==> src/rtl/lvl_irq_ctrl.sv <==
module lvl_irq_ctrl #(
  parameter int DATA_W   = 32,
  parameter int ADDR_W   = 8,
  parameter int BTN_BIT  = 1,
  parameter int LIVE_BIT = 16
) (
  input  logic                      clk,
  input  logic                      rst,
  input  logic [DATA_W-1:0]         src_req,
  input  logic                      btn_pressed,
  input  logic [ADDR_W-1:0]         bus_addr,
  input  logic                      bus_we,
  input  logic [DATA_W-1:0]         bus_wdata,
  input  logic [DATA_W/8-1:0]       bus_be,
  output logic [DATA_W-1:0]         bus_rdata,
  output logic                      irq_out,
  output logic [$clog2(DATA_W)-1:0] top_idx,
  output logic                      top_valid,
  output logic                      plat_rst_req
);

  localparam int IDX_W    = $clog2(DATA_W);
  localparam int LANES    = DATA_W / 8;
  localparam int BTN_LANE = BTN_BIT / 8;
  localparam logic [ADDR_W-1:0] CAUSE_OFF = ADDR_W'(8'h00);
  localparam logic [ADDR_W-1:0] MASK_OFF  = ADDR_W'(8'h04);
  localparam logic [ADDR_W-1:0] RST_OFF   = ADDR_W'(8'h24);

  logic [DATA_W-1:0] mask_q;
  logic [DATA_W-1:0] cause_w;
  logic [DATA_W-1:0] pend_w;
  logic              btn_s1, btn_s2, btn_s3;
  logic              sticky_q;

  wire cause_wr = bus_we && (bus_addr == CAUSE_OFF);
  wire mask_wr  = bus_we && (bus_addr == MASK_OFF);
  wire rst_wr   = bus_we && (bus_addr == RST_OFF);
  wire unused_src = src_req[BTN_BIT] ^ src_req[LIVE_BIT];

  always_ff @(posedge clk) begin
    if (rst) begin
      btn_s1 <= 1'b0;
      btn_s2 <= 1'b0;
      btn_s3 <= 1'b0;
    end else begin
      btn_s1 <= btn_pressed;
      btn_s2 <= btn_s1;
      btn_s3 <= btn_s2;
    end
  end

  wire press_edge = btn_s2 & ~btn_s3;
  wire sticky_clr = cause_wr & bus_be[BTN_LANE] & bus_wdata[BTN_BIT];

  always_ff @(posedge clk) begin
    if (rst)
      sticky_q <= 1'b0;
    else
      sticky_q <= press_edge | (sticky_q & ~sticky_clr);
  end

  for (genvar b = 0; b < LANES; b++) begin : g_mask_lane
    always_ff @(posedge clk) begin
      if (rst)
        mask_q[8*b +: 8] <= 8'h00;
      else if (mask_wr && bus_be[b])
        mask_q[8*b +: 8] <= bus_wdata[8*b +: 8];
    end
  end

  always_comb begin
    cause_w           = src_req;
    cause_w[BTN_BIT]  = sticky_q;
    cause_w[LIVE_BIT] = ~btn_s2;
  end

  assign pend_w  = cause_w & mask_q;
  assign irq_out = |pend_w;

  always_comb begin
    top_idx   = '0;
    top_valid = 1'b0;
    for (int i = DATA_W - 1; i >= 0; i--) begin
      if (pend_w[i]) begin
        top_idx   = IDX_W'(i);
        top_valid = 1'b1;
      end
    end
  end

  always_ff @(posedge clk) begin
    if (rst)
      plat_rst_req <= 1'b0;
    else
      plat_rst_req <= rst_wr && bus_be[0] && (bus_wdata[7:0] == 8'h00);
  end

  always_comb begin
    case (bus_addr)
      CAUSE_OFF: bus_rdata = cause_w;
      MASK_OFF:  bus_rdata = mask_q;
      default:   bus_rdata = '0;
    endcase
  end

endmodule

==> config.mk <==
export PLATFORM = sky130hd
export DESIGN_NAME = lvl_irq_ctrl
export DESIGN_NICKNAME = d
export VERILOG_FILES = /design/src/rtl/lvl_irq_ctrl.sv
export SDC_FILE = /design/constraint.sdc
export NUM_CORES = 1
export LEC_CHECK = 0
export ABC_AREA = 1
export CAP_MARGIN = 20
export CELL_PAD_IN_SITES_DETAIL_PLACEMENT = 0
export CELL_PAD_IN_SITES_GLOBAL_PLACEMENT = 2
export CORE_ASPECT_RATIO = 0.8
export CORE_MARGIN = 1
export CORE_UTILIZATION = 21
export CTS_BUF_LIST = sky130_fd_sc_hd__clkbuf_8
export DETAILED_ROUTE_END_ITERATION = 10
export PLACE_DENSITY = 0.91
export SLEW_MARGIN = 20
export SYNTH_ARGS = -nofsm -noshare
export SYNTH_HDL_FRONTEND = slang
export SYNTH_SLANG_ARGS = --single-unit
==> constraint.sdc <==
create_clock -name clk -period 4.3 [get_ports clk]
set_input_delay 0.86 -clock clk [delete_from_list [all_inputs] [get_ports clk]]
set_output_delay 0.86 -clock clk [all_outputs]
set_load 0.02 [all_outputs]
* Word level (Yosys, flattened, before mapping)
Index checks and enable logic that the tools add are counted.
** Operators by class
- Muxes and demuxes :: 65
- Multiply operators :: 0
- Shift operators :: 0
- Add/sub/neg operators :: 0
- Bitwise operators :: 9
- Order comparisons :: 0
- Eq/ne operators :: 2
- Div/mod/pow operators :: 0
- Reduce and logical (&&, ||, !) cells :: 12
** Operator list (count)
- 5-bit 2-to-1 mux :: 32
- 32-bit one-hot mux with 2 select lines :: 1
- 32-bit bitwise AND :: 1
- 1-bit 2-to-1 mux :: 32
- 32-bit OR reduction :: 1
- 8-bit zero test :: 2
- 1-bit logical AND :: 9
- 8-bit by 3-bit equality test with 1-bit output (second input constant) :: 1
- 8-bit by 6-bit equality test with 1-bit output (second input constant) :: 1
- 1-bit bitwise AND :: 4
- 1-bit NOT :: 3
- 1-bit bitwise OR :: 1
** Word-level totals
- Memory bits (writable) :: 0
- Word-level logic and storage cells :: 97
- Latch bits :: 0
- Memories kept :: 0
- Bits in registers :: 37
- Memory bits (read-only) :: 0

* Logic depth before layout (Yosys ltp)
- Depth in word-level cells :: 34
- Depth in mapped cells :: 32

* Worst setup path after synthesis
OpenSTA, ideal clock, no wires.
- Path type :: input port to output port
- From :: in src_req[31]
- To :: out top_idx[0]
- Stages on the path :: 32
- Path slack :: 1.024 ns
- Arrival time :: 2.416 ns
- Cell sequence :: nand2_1 > inv_1 > nand2_1 > nand2_1 > nand2_1 > nand2_1 > nand2_1 > nand2_1 > nand2_1 > nand2_1 > nand2_1 > nand2_1 > nand2_1 > nand2_1 > nand2_1 > nand2_1 > nand2_1 > nand2_1 > nand2_1 > nand2_1 > nand2_1 > nand2_1 > nand2_1 > nand2_1 > nand2_1 > nand2_1 > nand2_1 > nand2_1 > nand2_1 > nand2_1 > nand2_1 > a21oi_2
** On the way
- Word-level cells in the longest chain between the ends :: 33
** RTL lines
- start, declared :: RTL line 9 : input logic [DATA_W-1:0] src_req,
- 32-bit bitwise AND :: RTL line 77 : assign pend_w = cause_w & mask_q;
- 5-bit 2-to-1 mux (32 in a row) :: RTL line 84 : if (pend_w[i]) begin
- end, declared :: RTL line 17 : output logic [$clog2(DATA_W)-1:0] top_idx,
Every way passes these cells.

* Worst setup path after layout
- From :: in src_req[28]
- To :: out top_idx[1]
** On the way
- Word-level cells in the longest chain between the ends :: 30
** RTL lines (RTL line)
- 32-bit bitwise AND :: 77
- 5-bit 2-to-1 mux (29 in a row) :: 84
Every way passes these cells.

==> flow_summary.toml <==
[layout]
layout-drive-gt1-share = 0.0679
syn_to_final_growth_pct = 66.1
diodes = 0
utilization = 0.358
stdcell_count = 611
fin_area_sq_mm = 0.00365
nNetsFinal = 550

[global_route]
grt_max_degree = 33
grt_pass1_wl_um = 12800
overflow = 0
grt_pass1_vias = 2643
grt_antenna_before_repair = 0
grt_util_all_layers = 0.152

[critical_path]
startpoint = "src_req[28]"
cpMostUsedCell = "nor2_1"
critical_path_buf_inv_count = 3
critPathTopFamily = "buffers and inverters"
path_cells = "clkdlybuf4s50_1 -> nand2_4 -> buf_4 -> a31oi_1 -> nor2_1 -> nor2_1 -> nor2_1 -> nor2_1 -> nor2_1 -> nor2_1 -> nor2_1 -> nor2_1 -> nor2_1 -> o21bai_1 -> a31oi_1 -> clkdlybuf4s50_1"
cp-end-kind = "output pin"
crit_fanout = 2
startpoint_type = "input port"
reg2reg_from = "btn_s2"
crit_required_ns = 3.44
worstPathArrival_ns = 3.17
critPathSlowestCell = "clkdlybuf4s50_1"
crit_type = "in2out"
critPathMaxStageDelay_ns = 0.55

[die]
die_w_um = 116
ioPinCount = 120
die_h_um = 93.5
core_area_sq_mm = 0.0102
die-area_sq_mm = 0.0109
fp-row-count = 33
start_util = 0.215

[clocking]
clk_latency_ns = 0.29
post-cts-setup-buffers = 0
clock-sinks = 37
cts_made_buffers = 5
clock_path_buffers = 2
clk_pin_slew_ns = 0.08
cts_tree = "built"
root_buffer = "clkbuf_8"
htreeDepth = 2
ctsHoldBuffers = 0

[power]
netSwitchingPower_uw = 174
combinationalPowerShare = 0.162
peakVddDrop_uv = 84.7
power.share.clock = 0.344
p_int_uw = 526
power_frac_seq = 0.493
power.density_mw_per_mm2 = 192
power.leakage_uw = 0.00148
switching_share = 0.248

[synthesis]
post_synth_inst_count = 353
ys_top_cells_by_count = "nand2_1, o21ai_1, nor2_1"
synth_area_leaders = "dfxtp_1, nand2_1, o21ai_1, nor2_1, inv_1"
synth.most_common_cell = "nand2_1"
syn-num-nets = 433
ys.flop_type = "dfxtp_1"
synth_edf_count = 0
ys_seq_elements = 37
mappedNetlistArea_sq_mm = 0.00220
synth_cell_type_count = 24
yosysWarnings = 0
avgSynthCellArea_sq_um = 6.22
yosysSeqAreaShare = 0.337
synth_top_area_share = 0.337
synth-async-reset-ratio = 0
yosysTopAreaCell = "dfxtp_1"

[timing]
setup_viol = 0
layout_min_cycle_time_ns = 4.03
slew_viol_final = 0
finalHoldViolCount = 0
tightest_slew_ns = 1.03
max_freq_mhz = 248
worst_clock_skew_ns = 0.000466
fin_crit_sh = 0.938
relSlewSlack = 0.314
fin_ws_ns = 0.265
holdWs_ns = 0.412
rsz0062_at_grt = "false"

[outcome]
outcome = "finished, final reports clean"

[detailed_routing]
ant_nets = 0
routed_via_density = 4.45
drtIter0Drc = 108
num_vias = 2718
first_pass_iters = 4
routed_wl_um = 8060
wire_per_inst_um = 13.2
post-route-drc-count = 0

[placement]
dpl-instance-area_sq_mm = 0.00356
place_inst = 603
place_ws_ns = -0.216
io_buffers = 117
place_hpwl_um = 6260
place_congestion = 0.718

[min_path]
hold_path.class = "reg2reg"
hold_start = "btn_s1"

[flow_run]
cap_violations = 0
-- path summary, 6_finish.rpt --
path                endpoint  slack [ns]  depth (start not counted)
setup reg to reg    sticky_q        3.58                          4
hold / removal        btn_s2        0.41                          2
setup / recovery  top_idx[1]        0.27                         16
hold reg to reg       btn_s2        0.41                          2
-- flip-flops by register name, summed over array words and instances (netlist names) --
register,count
sticky_q,1
btn_s3,1
plat_rst_req,1
mask_q,32
btn_s2,1
btn_s1,1
-- tightest hold or removal path, delay by kind of cell, from the launching register on --
family,cells,cell delay [ns]
buffers and inverters,1,0.04
and+or+nand+nor,1,0.03
DFF,1,0.31
-- layer usage --
layer	vias to the layer above	wire length [um]	global-route usage	share of wire
li1	1409	-	-	-
met1	1220	3960	0.203	0.49
met2	87	3550	0.251	0.44
met3	2	526	0.0311	0.065
met4	0	19	0.0288	0.0024
met5	-	0	0	0
-- stage by stage --
step	power [uW]	TNS, ns
2_1_floorplan	375	0
3_3_place_gp	466	-0.214
5_1_grt	731	0
4_1_cts	717	0
3_5_place_dp	467	-0.216
6_report	700	0
-- kinds of logic after synthesis --
logic type,count (synthesis),share of synthesized area
AO/OA/AOI/OAI,97,0.244
buffers and inverters,51,0.0871
flip-flops,37,0.337
AND/OR/NAND/NOR,168,0.331
-- layout make-up --
type / count / area, sq um
fill: 1117 / 6550
sequential: 37 / 741
clock buffer: 5 / 68.8
inverter: 37 / 139
tap: 140 / 175
multi-input combinational: 265 / 1280
clock inverter: 3 / 13.8
timing repair buffer: 124 / 1230
-- power groups by stage --
stage,Combinational (uW),Clock (uW),Sequential [uW]
after floorplan,21.6,0,353
after global placement,113,0,353
after detailed placement,113,0,353
after CTS,114,257,345
after global routing,122,263,346
final,114,241,345
-- layout by cell type, fill, tap and decap left out, drive strengths merged, types with 3 or more instances in the layout --
master / count
buf: 8
nor2: 43
clkdlybuf4s50: 114
clkbuf: 5
a31oi: 3
a21oi: 27
nand3: 24
nor4: 5
o21ai: 56
inv: 38
dfxtp: 37
a32o: 7
nand2: 92
-- what timing repair did --
action                     4_1_cts  5_1_grt
pin swaps                        0        1
setup endpoints to repair        1        1
resized for setup                1        8
Power figures use the tool's default switching activity.
